==> src/rtl/bt_pkg.sv <==
package bt_pkg;

    typedef enum logic [1:0] {
        TT_IDLE = 2'b00,
        TT_BUSY = 2'b01,
        TT_NSEQ = 2'b10,
        TT_SEQ  = 2'b11
    } xfer_t;

    typedef enum logic [1:0] {
        ST_OFF  = 2'd0,
        ST_FIX  = 2'd1,
        ST_OPEN = 2'd2
    } trk_state_t;

    typedef struct packed {
        logic       fixed;    // known length (single or 4/8/16)
        logic       wrap;     // wrapping address pattern
        logic [2:0] len_log;  // log2 of the beat count for fixed bursts
    } burst_info_t;

endpackage

==> src/rtl/bt_decode.sv <==
module bt_decode
    import bt_pkg::*;
(
    input  logic [2:0]  code_i,
    output burst_info_t info_o
);

    always_comb begin
        info_o = '0;
        unique case (code_i)
            3'b000: begin
                info_o.fixed   = 1'b1;
                info_o.wrap    = 1'b0;
                info_o.len_log = 3'd0;
            end
            3'b001: begin
                info_o.fixed   = 1'b0;
                info_o.wrap    = 1'b0;
                info_o.len_log = 3'd0;
            end
            default: begin
                info_o.fixed   = 1'b1;
                info_o.wrap    = ~code_i[0];
                info_o.len_log = {1'b0, code_i[2:1]} + 3'd1;
            end
        endcase
    end

endmodule

==> src/rtl/bt_next_addr.sv <==
module bt_next_addr #(
    parameter int ADDR_W = 32
) (
    input  logic [ADDR_W-1:0] cur_i,
    input  logic [2:0]        size_i,
    input  logic              wrap_i,
    input  logic [2:0]        len_log_i,
    output logic [ADDR_W-1:0] nxt_o
);

    logic [ADDR_W-1:0] step;
    logic [ADDR_W-1:0] inc;
    logic [ADDR_W-1:0] low_mask;
    logic [3:0]        blk_log;

    always_comb begin
        step     = ADDR_W'(1) << size_i;
        inc      = cur_i + step;
        blk_log  = {1'b0, len_log_i} + {1'b0, size_i};
        low_mask = ~({ADDR_W{1'b1}} << blk_log);
        if (wrap_i) begin
            nxt_o = (cur_i & ~low_mask) | (inc & low_mask);
        end else begin
            nxt_o = inc;
        end
    end

endmodule

==> src/rtl/bt_beat_ctr.sv <==
module bt_beat_ctr #(
    parameter int CNT_W = 5
) (
    input  logic             clk,
    input  logic             rst_n,
    input  logic             load_one_i,
    input  logic             clear_i,
    input  logic             inc_i,
    output logic [CNT_W-1:0] cnt_o
);

    localparam logic [CNT_W-1:0] CNT_MAX = {CNT_W{1'b1}};

    always_ff @(posedge clk) begin
        if (!rst_n) begin
            cnt_o <= '0;
        end else if (load_one_i) begin
            cnt_o <= CNT_W'(1);
        end else if (clear_i) begin
            cnt_o <= '0;
        end else if (inc_i && cnt_o != CNT_MAX) begin
            cnt_o <= cnt_o + CNT_W'(1);
        end
    end

endmodule

==> src/rtl/burst_tracker.sv <==
module burst_tracker
    import bt_pkg::*;
#(
    parameter int ADDR_W = 32,
    parameter int CNT_W  = 5     // must be at least 5 to hold a 16-beat count
) (
    input  logic              clk,
    input  logic              rst_n,
    input  logic              sel_i,
    input  logic              ready_i,
    input  logic [1:0]        trans_i,
    input  logic [2:0]        burst_i,
    input  logic [2:0]        size_i,
    input  logic [ADDR_W-1:0] addr_i,
    output logic              active_o,
    output logic [CNT_W-1:0]  beats_o,
    output logic [ADDR_W-1:0] next_addr_o,
    output logic              done_o,
    output logic              cut_o,
    output logic              err_o
);

    trk_state_t  state_q, state_d;
    burst_info_t dec_info, info_q;
    logic [2:0]  size_q;
    logic [ADDR_W-1:0] nxt_q, step_base, step_out;
    logic [2:0]  step_size, step_len_log;
    logic        step_wrap;
    logic [CNT_W-1:0] cnt_q, len_cnt;
    logic        done_q, cut_q, err_q;

    xfer_t tt;
    logic  take, is_nseq, is_seq, is_idle, stray_seq;
    logic  last_seq, nseq_single;
    trk_state_t launch_state;

    assign tt        = xfer_t'(trans_i);
    assign take      = sel_i & ready_i;
    assign is_nseq   = take && (tt == TT_NSEQ);
    assign is_idle   = take && (tt == TT_IDLE);
    assign is_seq    = take && (tt == TT_SEQ) && (state_q != ST_OFF);
    assign stray_seq = take && (tt == TT_SEQ) && (state_q == ST_OFF);

    bt_decode u_dec (
        .code_i (burst_i),
        .info_o (dec_info)
    );

    assign len_cnt     = CNT_W'(1) << info_q.len_log;
    assign last_seq    = is_seq && (state_q == ST_FIX) && (cnt_q + CNT_W'(1) == len_cnt);
    assign nseq_single = is_nseq && dec_info.fixed && (dec_info.len_log == 3'd0);

    always_comb begin
        if (!dec_info.fixed) begin
            launch_state = ST_OPEN;
        end else if (dec_info.len_log == 3'd0) begin
            launch_state = ST_OFF;
        end else begin
            launch_state = ST_FIX;
        end
    end

    // address stepping: a launch steps from the bus address, a sequential beat from the expected one
    always_comb begin
        if (is_nseq) begin
            step_base    = addr_i;
            step_size    = size_i;
            step_wrap    = dec_info.wrap;
            step_len_log = dec_info.len_log;
        end else begin
            step_base    = nxt_q;
            step_size    = size_q;
            step_wrap    = info_q.wrap;
            step_len_log = info_q.len_log;
        end
    end

    bt_next_addr #(.ADDR_W(ADDR_W)) u_step (
        .cur_i     (step_base),
        .size_i    (step_size),
        .wrap_i    (step_wrap),
        .len_log_i (step_len_log),
        .nxt_o     (step_out)
    );

    bt_beat_ctr #(.CNT_W(CNT_W)) u_ctr (
        .clk        (clk),
        .rst_n      (rst_n),
        .load_one_i (is_nseq),
        .clear_i    (is_idle),
        .inc_i      (is_seq),
        .cnt_o      (cnt_q)
    );

    // next-state logic
    always_comb begin
        state_d = state_q;
        unique case (state_q)
            ST_OFF: begin
                if (is_nseq) state_d = launch_state;
            end
            ST_FIX: begin
                if (is_nseq)       state_d = launch_state;
                else if (is_idle)  state_d = ST_OFF;
                else if (last_seq) state_d = ST_OFF;
            end
            ST_OPEN: begin
                if (is_nseq)      state_d = launch_state;
                else if (is_idle) state_d = ST_OFF;
            end
            default: state_d = ST_OFF;
        endcase
    end

    // state register
    always_ff @(posedge clk) begin
        if (!rst_n) begin
            state_q <= ST_OFF;
        end else begin
            state_q <= state_d;
        end
    end

    // registered outputs and burst context
    always_ff @(posedge clk) begin
        if (!rst_n) begin
            info_q <= '0;
            size_q <= '0;
            nxt_q  <= '0;
            done_q <= 1'b0;
            cut_q  <= 1'b0;
            err_q  <= 1'b0;
        end else begin
            done_q <= nseq_single | last_seq;
            cut_q  <= (state_q == ST_FIX) && (is_idle || is_nseq);
            err_q  <= stray_seq || (is_seq && (addr_i != nxt_q));
            if (is_nseq) begin
                info_q <= dec_info;
                size_q <= size_i;
                nxt_q  <= step_out;
            end else if (is_seq) begin
                nxt_q  <= step_out;
            end
        end
    end

    assign active_o    = (state_q != ST_OFF);
    assign beats_o     = cnt_q;
    assign next_addr_o = nxt_q;
    assign done_o      = done_q;
    assign cut_o       = cut_q;
    assign err_o       = err_q;

endmodule

==> config.mk <==
export PLATFORM = sky130hd
export DESIGN_NAME = burst_tracker
export DESIGN_NICKNAME = d
export VERILOG_FILES = /design/src/rtl/bt_pkg.sv /design/src/rtl/bt_decode.sv /design/src/rtl/bt_next_addr.sv /design/src/rtl/bt_beat_ctr.sv /design/src/rtl/burst_tracker.sv
export SDC_FILE = /design/constraint.sdc
export NUM_CORES = 1
export LEC_CHECK = 0
export BUFFER_PORTS_ARGS = -buffer_cell sky130_fd_sc_hd__clkbuf_2
export CORE_ASPECT_RATIO = 1.1
export CORE_MARGIN = 10
export CORE_UTILIZATION = 40
export CTS_CLUSTER_SIZE = 25
export DETAILED_ROUTE_END_ITERATION = 7
export PLACE_DENSITY = 0.61
export SYNTH_ARGS = -nofsm -noshare
export SYNTH_HDL_FRONTEND = slang
export SYNTH_SLANG_ARGS = --single-unit
==> constraint.sdc <==
create_clock -name clk -period 11.2 [get_ports clk]
set_input_delay 2.24 -clock clk [delete_from_list [all_inputs] [get_ports clk]]
set_output_delay 2.24 -clock clk [all_outputs]
set_load 0.005 [all_outputs]
==> results_dict.tcl <==
set metrics [dict create \
    dpl.hpwl_mm 11.1 \
    synth_mux_area_share_pct 3.02 \
    ios 85 \
    cts.sinks 49 \
    grt_max_degree 66 \
    syn_nets 668 \
    num-fill-cells 1149 \
    leakagePower_nw 2.00 \
    final_common_cell "nand2_1" \
    critPathMaxFanout 55 \
    worstPathRequired_ns 11.35 \
    dr.pass1.iters 5 \
    grt_pass1_vias 4605 \
    gr-usage-met2_pct 32.8 \
    rsz0062_at_grt "false" \
    seq_area_frac_synth_pct 21.9 \
    synth_top_area_cell "dfxtp_1" \
    antenna_found_initial 0 \
    wl_per_cell_um 18.2 \
    drt_iter0_markers 388 \
    gr-usage-met1_pct 21.1 \
    synth_seq_cells 49 \
    cts_root_buf "clkbuf_16" \
    coreArea_um2 10900 \
    tightest_slew_ns 1.23 \
    ys_warn_count 0 \
    cts_tree "built" \
    fin_hold_ws_ns 0.522 \
    io_buffer_count 84 \
    synth-async-reset-ratio_pct 0 \
    critPathCaptureType "flop" \
    gp_congestion 0.932 \
    area_delta_synth_final_pct 14.9 \
    final_nets 728 \
    synth_fa_ha_area_share_pct 6.71 \
    n_antenna_cell 0 \
    wl_mm 14.7 \
    hold_buffers 0 \
    yosysUniqueCellTypes 59 \
    synth_area_leaders "dfxtp_1 (22%), xnor2_1 (12%), nand2_1 (7.5%), ha_1 (5.6%), nand3_1 (3.6%)" \
    arrival_ns 6.22 \
    cp-start-kind "primary input" \
    hold_path_class "reg -> reg" \
    ir_drop_mv 0.0708 \
    yosysTopAreaCellShare_pct 21.9 \
    antenna_left 0 \
    dpl_cell_area_um2 4970 \
    finalCriticalPeriod_ns 6.07 \
    slew_violations 0 \
    die_w_um 121 \
    grt_pass1_wl_mm 24.0 \
    num_rows 40 \
    finalHoldViolations 0 \
    mostFrequentLayoutCells "nand2_1 (89), clkbuf_2 (84), xnor2_1 (62)" \
    cts_buffer_depth 2 \
    finalCritPeriodShare_pct 54.2 \
    fin_skew_ns 0.00754 \
    synthFlopType "dfxtp_1" \
    stdcell_area_um2 5140 \
    tns_ns 0 \
    syn_avg_cell_area_um2 7.42 \
    power_per_cell_area_nw_per_um2 86.7 \
    cts_made_buffers 5 \
    syn_inst 603 \
    syn_area_um2 4480 \
    synth_compound_area_share_pct 20.0 \
    postCtsSetupRepairBufs 0 \
    synth-edff-count 0 \
    synth_top_family_by_area "simple AND/OR/NAND/NOR gates" \
    max_freq_mhz 165 \
    synth_xor_area_share_pct 15.7 \
    max_cap_viol_count 0 \
    top_usage_layer "met2" \
    setup_violations 0 \
    via_per_inst 5.78 \
    gr-total-overflow 0 \
    clk_latency_ns 0.30 \
    relSlewSlack_pct 15.6 \
    critPathKind "in -> reg" \
    htree_levels 2 \
    status "complete, no violations" \
    vias 4686 \
    grt.met3_usage_pct 3.09 \
    start_util_pct 41.0 \
    route.detailed.drc 0 \
    yosys.area_share.simple_pct 28.0 \
    die_h_um 131 \
    path_clk_slew_ns 0.07 \
    die_area_um2 15800 \
    drive_above_1_share_pct 15.8 \
    grt.total_usage_pct 18.4 \
    cts_resized 0 \
]
## path summary, 6_finish.rpt
kind         slack [ns]         endpoint            from  depth (start not counted)
max reg2reg        7.81  next_addr_o[21]       size_q[0]                         11
max                5.13  next_addr_o[21]      trans_i[0]                         14
min reg2reg        0.52   u_ctr.cnt_o[4]  u_ctr.cnt_o[4]                          2
min                0.52   u_ctr.cnt_o[4]  u_ctr.cnt_o[4]                          2
## metrics by stage
step	cells	util (%)	setup WS, ns	total power [mW]
floorplan	603	-	5.29	0.231
global placement	803	45.5	5.07	0.261
detailed placement	803	45.5	4.93	0.262
CTS	811	47.1	5.21	0.449
global route	811	47.1	4.59	0.463
finish	811	47.1	5.13	0.446
## routing by layer
layer	wire, µm	vias to the layer above
met5	0	-
met4	458	0
met3	725	25
met2	7470	142
met1	6070	2204
li1	-	2315
## flip-flops by register name (all words and copies together) (netlist names)
| register | flops |
|---|---|
| info_q | 4 |
| next_addr_o | 32 |
| state_q | 2 |
| cut_o | 1 |
| err_o | 1 |
| done_o | 1 |
| u_ctr.cnt_o | 5 |
| size_q | 3 |
## critical path, cell delays in order
cell	delay (ns)
clkbuf_2	0.10
and4b_2	0.26
buf_4	0.48
mux2i_1	0.51
inv_1	0.18
nor2_1	0.15
ha_1	0.21
o21ai_0	0.12
a21boi_0	0.19
a2bb2oi_1	0.28
nand4_1	0.63
nor4_1	0.56
xnor2_1	0.17
a21oi_1	0.09
## logic make-up after synthesis
logic type | after synthesis
and+or+nand+nor | 253
AOI/OAI and AO/OA | 133
xor gates and xnor gates | 80
buffers and inverters | 51
DFF | 49
adders and majority gates | 24
muxes | 13
## synth_stat cells, drive strengths merged (3+ instances only)
master	count
a21o	4
nand3	32
nor3b	5
and3	6
a41oi	5
a41o	3
mux2i	12
xnor2	62
o31a	5
buf	13
a31oi	7
a21oi	30
o22ai	22
clkbuf	23
maj3	3
or3	3
nor4b	5
nor4	24
nand2	89
nor2	41
o21ai	19
inv	15
a211oi	8
nor3	10
dfxtp	49
nand4b	3
o31ai	7
nand4	19
a211o	5
and2	7
xor2	18
o211a	3
ha	20
## report_power, final
| part | switching (mW) | internal, mW | leakage (nW) |
|---|---|---|---|
| Combinational | 0.0449 | 0.0298 | 1.52 |
| Clock | 0.0749 | 0.112 | 0.0831 |
| Sequential | 0.00629 | 0.178 | 0.397 |
## layout make-up
class,instances,area [µm²],share of cell area [%]
inverters,15,56.3,1.09
repair buffers,89,458,8.91
well taps,147,184,3.58
clock inverters,2,37.5,0.730
flip-flops and latches,49,981,19.1
clock buffers,6,139,2.70
multi-input cells,503,3290,63.9
Power figures use the tool's default switching activity.
